File: src/rtl/rotmask_pkg.sv
// Package: shared mode encoding and condition-field layout for the rotate unit.
// Assumes a 2-bit mode chosen by upstream decode.
package rotmask_pkg;
    typedef enum logic [1:0] {
        RM_KEEP_IMM = 2'b00,
        RM_INSERT   = 2'b01,
        RM_KEEP_REG = 2'b10,
        RM_KEEP_ALT = 2'b11
    } rm_mode_e;

    typedef struct packed {
        logic neg;
        logic pos;
        logic zero;
        logic so;
    } rm_cr_t;
endpackage

File: src/rtl/rm_mask_gen.sv
// Module: rm_mask_gen
// Builds a run of ones from start index to stop index, counting from the MSB.
// When start > stop the run wraps through the word ends.
// Assumes W is a power of two and IW = log2(W).
module rm_mask_gen #(
    parameter int W  = 32,
    parameter int IW = $clog2(W)
) (
    input  logic [IW-1:0] start_idx,
    input  logic [IW-1:0] stop_idx,
    output logic [W-1:0]  mask
);
    localparam logic [W-1:0] ONES = '1;
    localparam logic [IW-1:0] TOP = IW'(W - 1);

    logic [W-1:0] from_start;
    logic [W-1:0] upto_stop;

    // Combine a right-shifted and a left-shifted field of ones.
    always_comb begin
        from_start = ONES >> start_idx;
        upto_stop  = ONES << (TOP - stop_idx);
        mask = (start_idx <= stop_idx) ? (from_start & upto_stop)
                                       : (from_start | upto_stop);
    end

    // Guard the edge cases of the mask shape.
    always_comb begin

        if (start_idx == stop_idx) single_bit_chk: assert ($countones(mask) == 1);

        if (start_idx == '0 && stop_idx == TOP) full_word_chk: assert (mask == ONES);
    end
endmodule

File: src/rtl/rm_rotator.sv
// Module: rm_rotator
// Logarithmic left rotator, one stage per amount bit, so no shift by W ever occurs.
// Assumes W is a power of two.
module rm_rotator #(
    parameter int W  = 32,
    parameter int IW = $clog2(W)
) (
    input  logic [W-1:0]  din,
    input  logic [IW-1:0] amt,
    output logic [W-1:0]  dout
);
    logic [W-1:0] stage [IW+1];

    assign stage[0] = din;

    for (genvar k = 0; k < IW; k++) begin : g_stage
        localparam int STEP = 1 << k;
        // Rotate by 2**k when amount bit k is set.
        assign stage[k+1] = amt[k] ? {stage[k][W-1-STEP:0], stage[k][W-1:W-STEP]}
                                   : stage[k];
    end

    assign dout = stage[IW];

    // Check the identity rotate.
    always_comb begin

        if (amt == '0) rot_zero_chk: assert (dout == din);
    end
endmodule

File: src/rtl/rm_cr_calc.sv
// Module: rm_cr_calc
// Classifies a result as negative, positive or zero and appends the overflow copy.
// Assumes a two's-complement result.
module rm_cr_calc #(
    parameter int W = 32
) (
    input  logic [W-1:0]           value,
    input  logic                   so,
    output rotmask_pkg::rm_cr_t    cr
);
    logic is_zero;

    // Produce the signed comparison against zero.
    always_comb begin
        is_zero = (value == '0);
        cr.neg  = value[W-1];
        cr.pos  = !value[W-1] && !is_zero;
        cr.zero = is_zero;
        cr.so   = so;
    end
endmodule

File: src/rtl/rot_mask_unit.sv
// Module: rot_mask_unit
// Rotate-and-mask execution unit: keep, insert and register-rotate forms,
// with a one-cycle registered result and optional condition-field update.
// Assumes insn fields: amount [15:11], start [10:6], stop [5:1], record [0].
module rot_mask_unit #(
    parameter int W = 32
) (
    input  logic         clk,
    input  logic         rst_n,
    input  logic         in_valid,
    input  logic [1:0]   mode,
    input  logic [31:0]  insn,
    input  logic [W-1:0] src_val,
    input  logic [W-1:0] dst_old,
    input  logic [W-1:0] amt_reg,
    input  logic         so_in,
    output logic [W-1:0] res_out,
    output logic         cr_we,
    output logic [3:0]   cr_val,
    output logic         out_valid
);
    import rotmask_pkg::*;

    localparam int IW        = $clog2(W);
    localparam int AMT_LSB   = 11;
    localparam int START_LSB = 6;
    localparam int STOP_LSB  = 1;
    localparam int REC_BIT   = 0;

    logic [IW-1:0] imm_amt, start_idx, stop_idx, rot_amt;
    logic [W-1:0]  mask, rotated, result_nxt;
    rm_mode_e      mode_e;
    rm_cr_t        cr_nxt;

    // Pull the instruction fields apart and choose the rotate source.
    always_comb begin
        imm_amt   = insn[AMT_LSB   +: IW];
        start_idx = insn[START_LSB +: IW];
        stop_idx  = insn[STOP_LSB  +: IW];
        mode_e    = rm_mode_e'(mode);
        rot_amt   = mode[1] ? amt_reg[IW-1:0] : imm_amt;
    end

    rm_mask_gen #(.W(W), .IW(IW)) mask_i (
        .start_idx (start_idx),
        .stop_idx  (stop_idx),
        .mask      (mask)
    );

    rm_rotator #(.W(W), .IW(IW)) rot_i (
        .din  (src_val),
        .amt  (rot_amt),
        .dout (rotated)
    );

    // Apply the mask as keep or as merge with the old destination.
    always_comb begin
        if (mode_e == RM_INSERT) result_nxt = (dst_old & ~mask) | (rotated & mask);
        else                     result_nxt = rotated & mask;
    end

    rm_cr_calc #(.W(W)) cr_i (
        .value (result_nxt),
        .so    (so_in),
        .cr    (cr_nxt)
    );

    // Register the result, condition field and strobes.
    always_ff @(posedge clk) begin
        if (!rst_n) begin
            out_valid <= 1'b0;
            cr_we     <= 1'b0;
            res_out   <= '0;
            cr_val    <= '0;
        end else begin
            out_valid <= in_valid;
            cr_we     <= in_valid && insn[REC_BIT];
            if (in_valid) begin
                res_out <= result_nxt;
                cr_val  <= cr_nxt;
            end
        end
    end


    valid_follow_chk: assert property (@(posedge clk) disable iff (!rst_n)
        in_valid |=> out_valid);

    valid_idle_chk: assert property (@(posedge clk) disable iff (!rst_n)
        !in_valid |=> !out_valid);

    hold_chk: assert property (@(posedge clk) disable iff (!rst_n)
        !in_valid |=> ($stable(res_out) && $stable(cr_val)));

    cr_we_gate_chk: assert property (@(posedge clk) disable iff (!rst_n)
        cr_we |-> out_valid);

    cr_we_rec_chk: assert property (@(posedge clk) disable iff (!rst_n)
        in_valid |=> (cr_we == $past(insn[REC_BIT])));

    cr_onehot_chk: assert property (@(posedge clk) disable iff (!rst_n)
        out_valid |-> ($countones(cr_val[3:1]) == 1));

    zero_flag_chk: assert property (@(posedge clk) disable iff (!rst_n)
        out_valid |-> (cr_val[1] == (res_out == '0)));

    so_copy_chk: assert property (@(posedge clk) disable iff (!rst_n)
        in_valid |=> (cr_val[0] == $past(so_in)));
endmodule

File: config.mk
export PLATFORM = sky130hd
export DESIGN_NAME = rot_mask_unit
export DESIGN_NICKNAME = d
export VERILOG_FILES = /design/src/rtl/rotmask_pkg.sv /design/src/rtl/rm_mask_gen.sv /design/src/rtl/rm_rotator.sv /design/src/rtl/rm_cr_calc.sv /design/src/rtl/rot_mask_unit.sv
export SDC_FILE = /design/constraint.sdc
export NUM_CORES = 1
export LEC_CHECK = 0
export BUFFER_PORTS_ARGS = -buffer_cell sky130_fd_sc_hd__buf_2
export CAP_MARGIN = 20
export CELL_PAD_IN_SITES_DETAIL_PLACEMENT = 1
export CELL_PAD_IN_SITES_GLOBAL_PLACEMENT = 1
export CORE_MARGIN = 3
export CORE_UTILIZATION = 30
export CTS_CLUSTER_DIAMETER = 30
export DETAILED_ROUTE_END_ITERATION = 12
export GPL_TIMING_DRIVEN = 0
export PLACE_DENSITY_LB_ADDON = 0.1
export SYNTH_ARGS = -nofsm -noshare
export SYNTH_HDL_FRONTEND = slang
export SYNTH_SLANG_ARGS = --single-unit
File: constraint.sdc
create_clock -name clk -period 7.58 [get_ports clk]
set_input_delay 2.274 -clock clk [delete_from_list [all_inputs] [get_ports clk]]
set_output_delay 2.274 -clock clk [all_outputs]
set_load 0.01 [all_outputs]
==> results.cfg <==
[job]
max_cap_violations = 0

[cells_and_area]
nets = 930
fin_util = 0.379
multi_input_area_sq_um = 3670
layout_commonest_cell = buf_2
final_cell_mix = 143 x buf_2, 75 x nand3_1, 65 x nor2_1
area.sequential_sq_um = 741
num-fill-cells = 1982
drive_gt1_frac = 0.244
finish.instance_area_sq_um = 5800
stdcell_count = 1003
syn2layout_area_growth_pct = 23.1
insertedDiodeCount = 0

[floorplan]
rows = 45
boundaryPins = 172
start_util = 0.308
die_area_sq_um = 17300
fp.dieW_microns = 131
core_sq_um = 15300
die_height_microns = 131

[setup_path]
max_stage_delay_ns = 0.56
cpMaxStageDelayCell = a31oi_1
path_cells = clkbuf_1, inv_1, ha_1, nor2b_1, o21a_1, o31a_1, buf_2, maj3_1, a31oi_1, nand4_1, nor4_1, nand3_1, nor3b_2
arrival_ns = 5.98
cp_num_buf_inv = 3
required_ns = 7.74
critPathKind = in2reg
cp-start-kind = input port
critPathTopFamily = simple AND/OR/NAND/NOR gates
endpoint_kind = flip-flop
crit_fanout = 10

[timing]
whs_ns = 0.480
setup-violations-final = 0
finalHoldViolations = 0
max_freq_ghz = 0.172
finalSetupTns_ns = 0
drv_slew = 0
worst_slew_pin_slew_ns = 0.722
setup_ws_ns = 1.76
fin_skew_ns = 0
finalWorstPathRequiredPeriod_ns = 5.82
timing.final.crit_share = 0.768
max_slew_margin = 0.514
rsz0062_at_grt = false

[yosys]
syn_avg_cell_area_sq_um = 7.16
syn-instance-count = 658
synth_edf_count = 0
ys.flop_type = dfxtp_1
synth_cell_types = 56
yosysWarnings = 0
seq_area_frac_synth = 0.157
ys_seq_elements = 37
synthArstFlopShare = 0
synth_area_sq_um = 4710
syn-num-nets = 797

[routing]
wl_microns = 23200
vias_per_cell = 6.14
drtPass1Iterations = 5
ant_nets = 0
num_vias = 6159
drtIter0Drc = 543
remaining_drc_errors = 0
wl_per_cell_microns = 23.2

[clock_tree]
clk_pin_slew_ns = 0.06
cts_setup_buffers = 0
cts.sinks = 37
ctsHoldBuffers = 0
ctsLongestPathBuffers = 2
clkLatencyLatePin_ns = 0.28
cts_made_buffers = 5
cts_root_buffer = clkbuf_16
cts_tree = built
htreeDepth = 2
ctsResizeCount = 0

[grt]
grt_pass1_vias = 6388
grt_pass1_wl_microns = 36100
track_usage = 0.259
grt-ovfl-total = 0
antenna_found_initial = 0
grt_max_degree = 14

[power_and_ir_drop]
powerDensity_nw_per_um2 = 169
ir_worst_vdd_uv = 109
power.total_mw = 0.980
power_leakage_nw = 2.34

[place]
dpl-instance-area_sq_um = 5610
gp_congestion = 0.952
pre_cts_ws_ns = 1.58
place_inst = 995
dp_hpwl_microns = 19100
port_buffers = 126

[min_path]
hold_path_class = reg2reg

[run_status]
status = finished clean
## cells in the mapped netlist (3+ instances only)
cell       n  area (sq um)
o32ai_2    3          48.8
a311oi_1   3          26.3
ha_1       5          62.6
mux2i_2   24           330
o21ai_0   33           165
nor2b_1    4          25.0
buf_6      4          45.0
o2111a_1   3          33.8
buf_4      3          22.5
and3_1     7          43.8
nor4_1     3          18.8
a22oi_1   64           480
clkinv_1   3          11.3
clkbuf_1  28           105
o22ai_1   16           100
nand4_1    7          43.8
dfxtp_1   37           741
buf_2     17          85.1
a31oi_1   18           113
nor3_1     6          30.0
inv_1     10          37.5
o21a_1     7          52.6
a21o_1     5          37.5
nand3_1   75           375
a21oi_1   22           110
o211ai_1  28           210
maj3_1    23           230
nand2_1   63           236
nor2_1    65           244
a211oi_1  24           180
mux2i_1   16           160
## worst min-delay path: stages, from the launching register on
cell,delay [ns]
dfxtp_1,0.32
nand2_1,0.06
a21oi_1,0.06
## where the power goes
part | switching (mW) | total [mW] | internal [mW]
combinational | 0.320 | 0.487 | 0.167
sequential | 0.00854 | 0.220 | 0.211
clock | 0.0835 | 0.273 | 0.190
total | 0.412 | 0.980 | 0.568
## flip-flops by register name (all words and copies together), names as in the netlist
signal	flops
cr_val	3
out_valid	1
res_out	32
cr_we	1
## area by class of cell
type / instances / area share
timing repair buffer: 126 / 0.109
multi-input combinational: 556 / 0.632
inverter: 13 / 0.00841
tap: 211 / 0.0455
clock buffer: 5 / 0.0216
sequential: 37 / 0.128
buffer: 52 / 0.0444
clock inverter: 3 / 0.0119
## metal layers
metal  part of all wire  routed length (microns)  track usage  vias to the layer above
met3              0.071                     1650       0.0322                       35
li1                   -                        -            -                     2824
met4              0.022                      518       0.0700                        0
met1               0.44                    10300        0.354                     3037
met2               0.46                    10800        0.429                      263
met5                  0                        0            0                        -
## path summary, 6_finish.rpt
check	startpoint	endpoint	slack, ns	depth (start not counted)
worst min register to register	cr_val[1]$_SDFFE_PN0P_	cr_val[1]$_SDFFE_PN0P_	0.48	2
worst max register to register	res_out[21]$_SDFFE_PN0P_	res_out[21]$_SDFFE_PN0P_	6.83	2
worst max-delay path	insn[2]	cr_val[2]$_SDFFE_PN0P_	1.76	13
worst min-delay path	cr_val[1]$_SDFFE_PN0P_	cr_val[1]$_SDFFE_PN0P_	0.48	2
## cell families after synthesis
logic type,after synthesis,share of synthesized area
buf+inv,65,0.0650
flops,37,0.157
mux,43,0.114
compound gates,243,0.368
fa+ha+maj,28,0.0621
simple gates,242,0.234
Note: power is estimated with default switching activity, not from simulation.
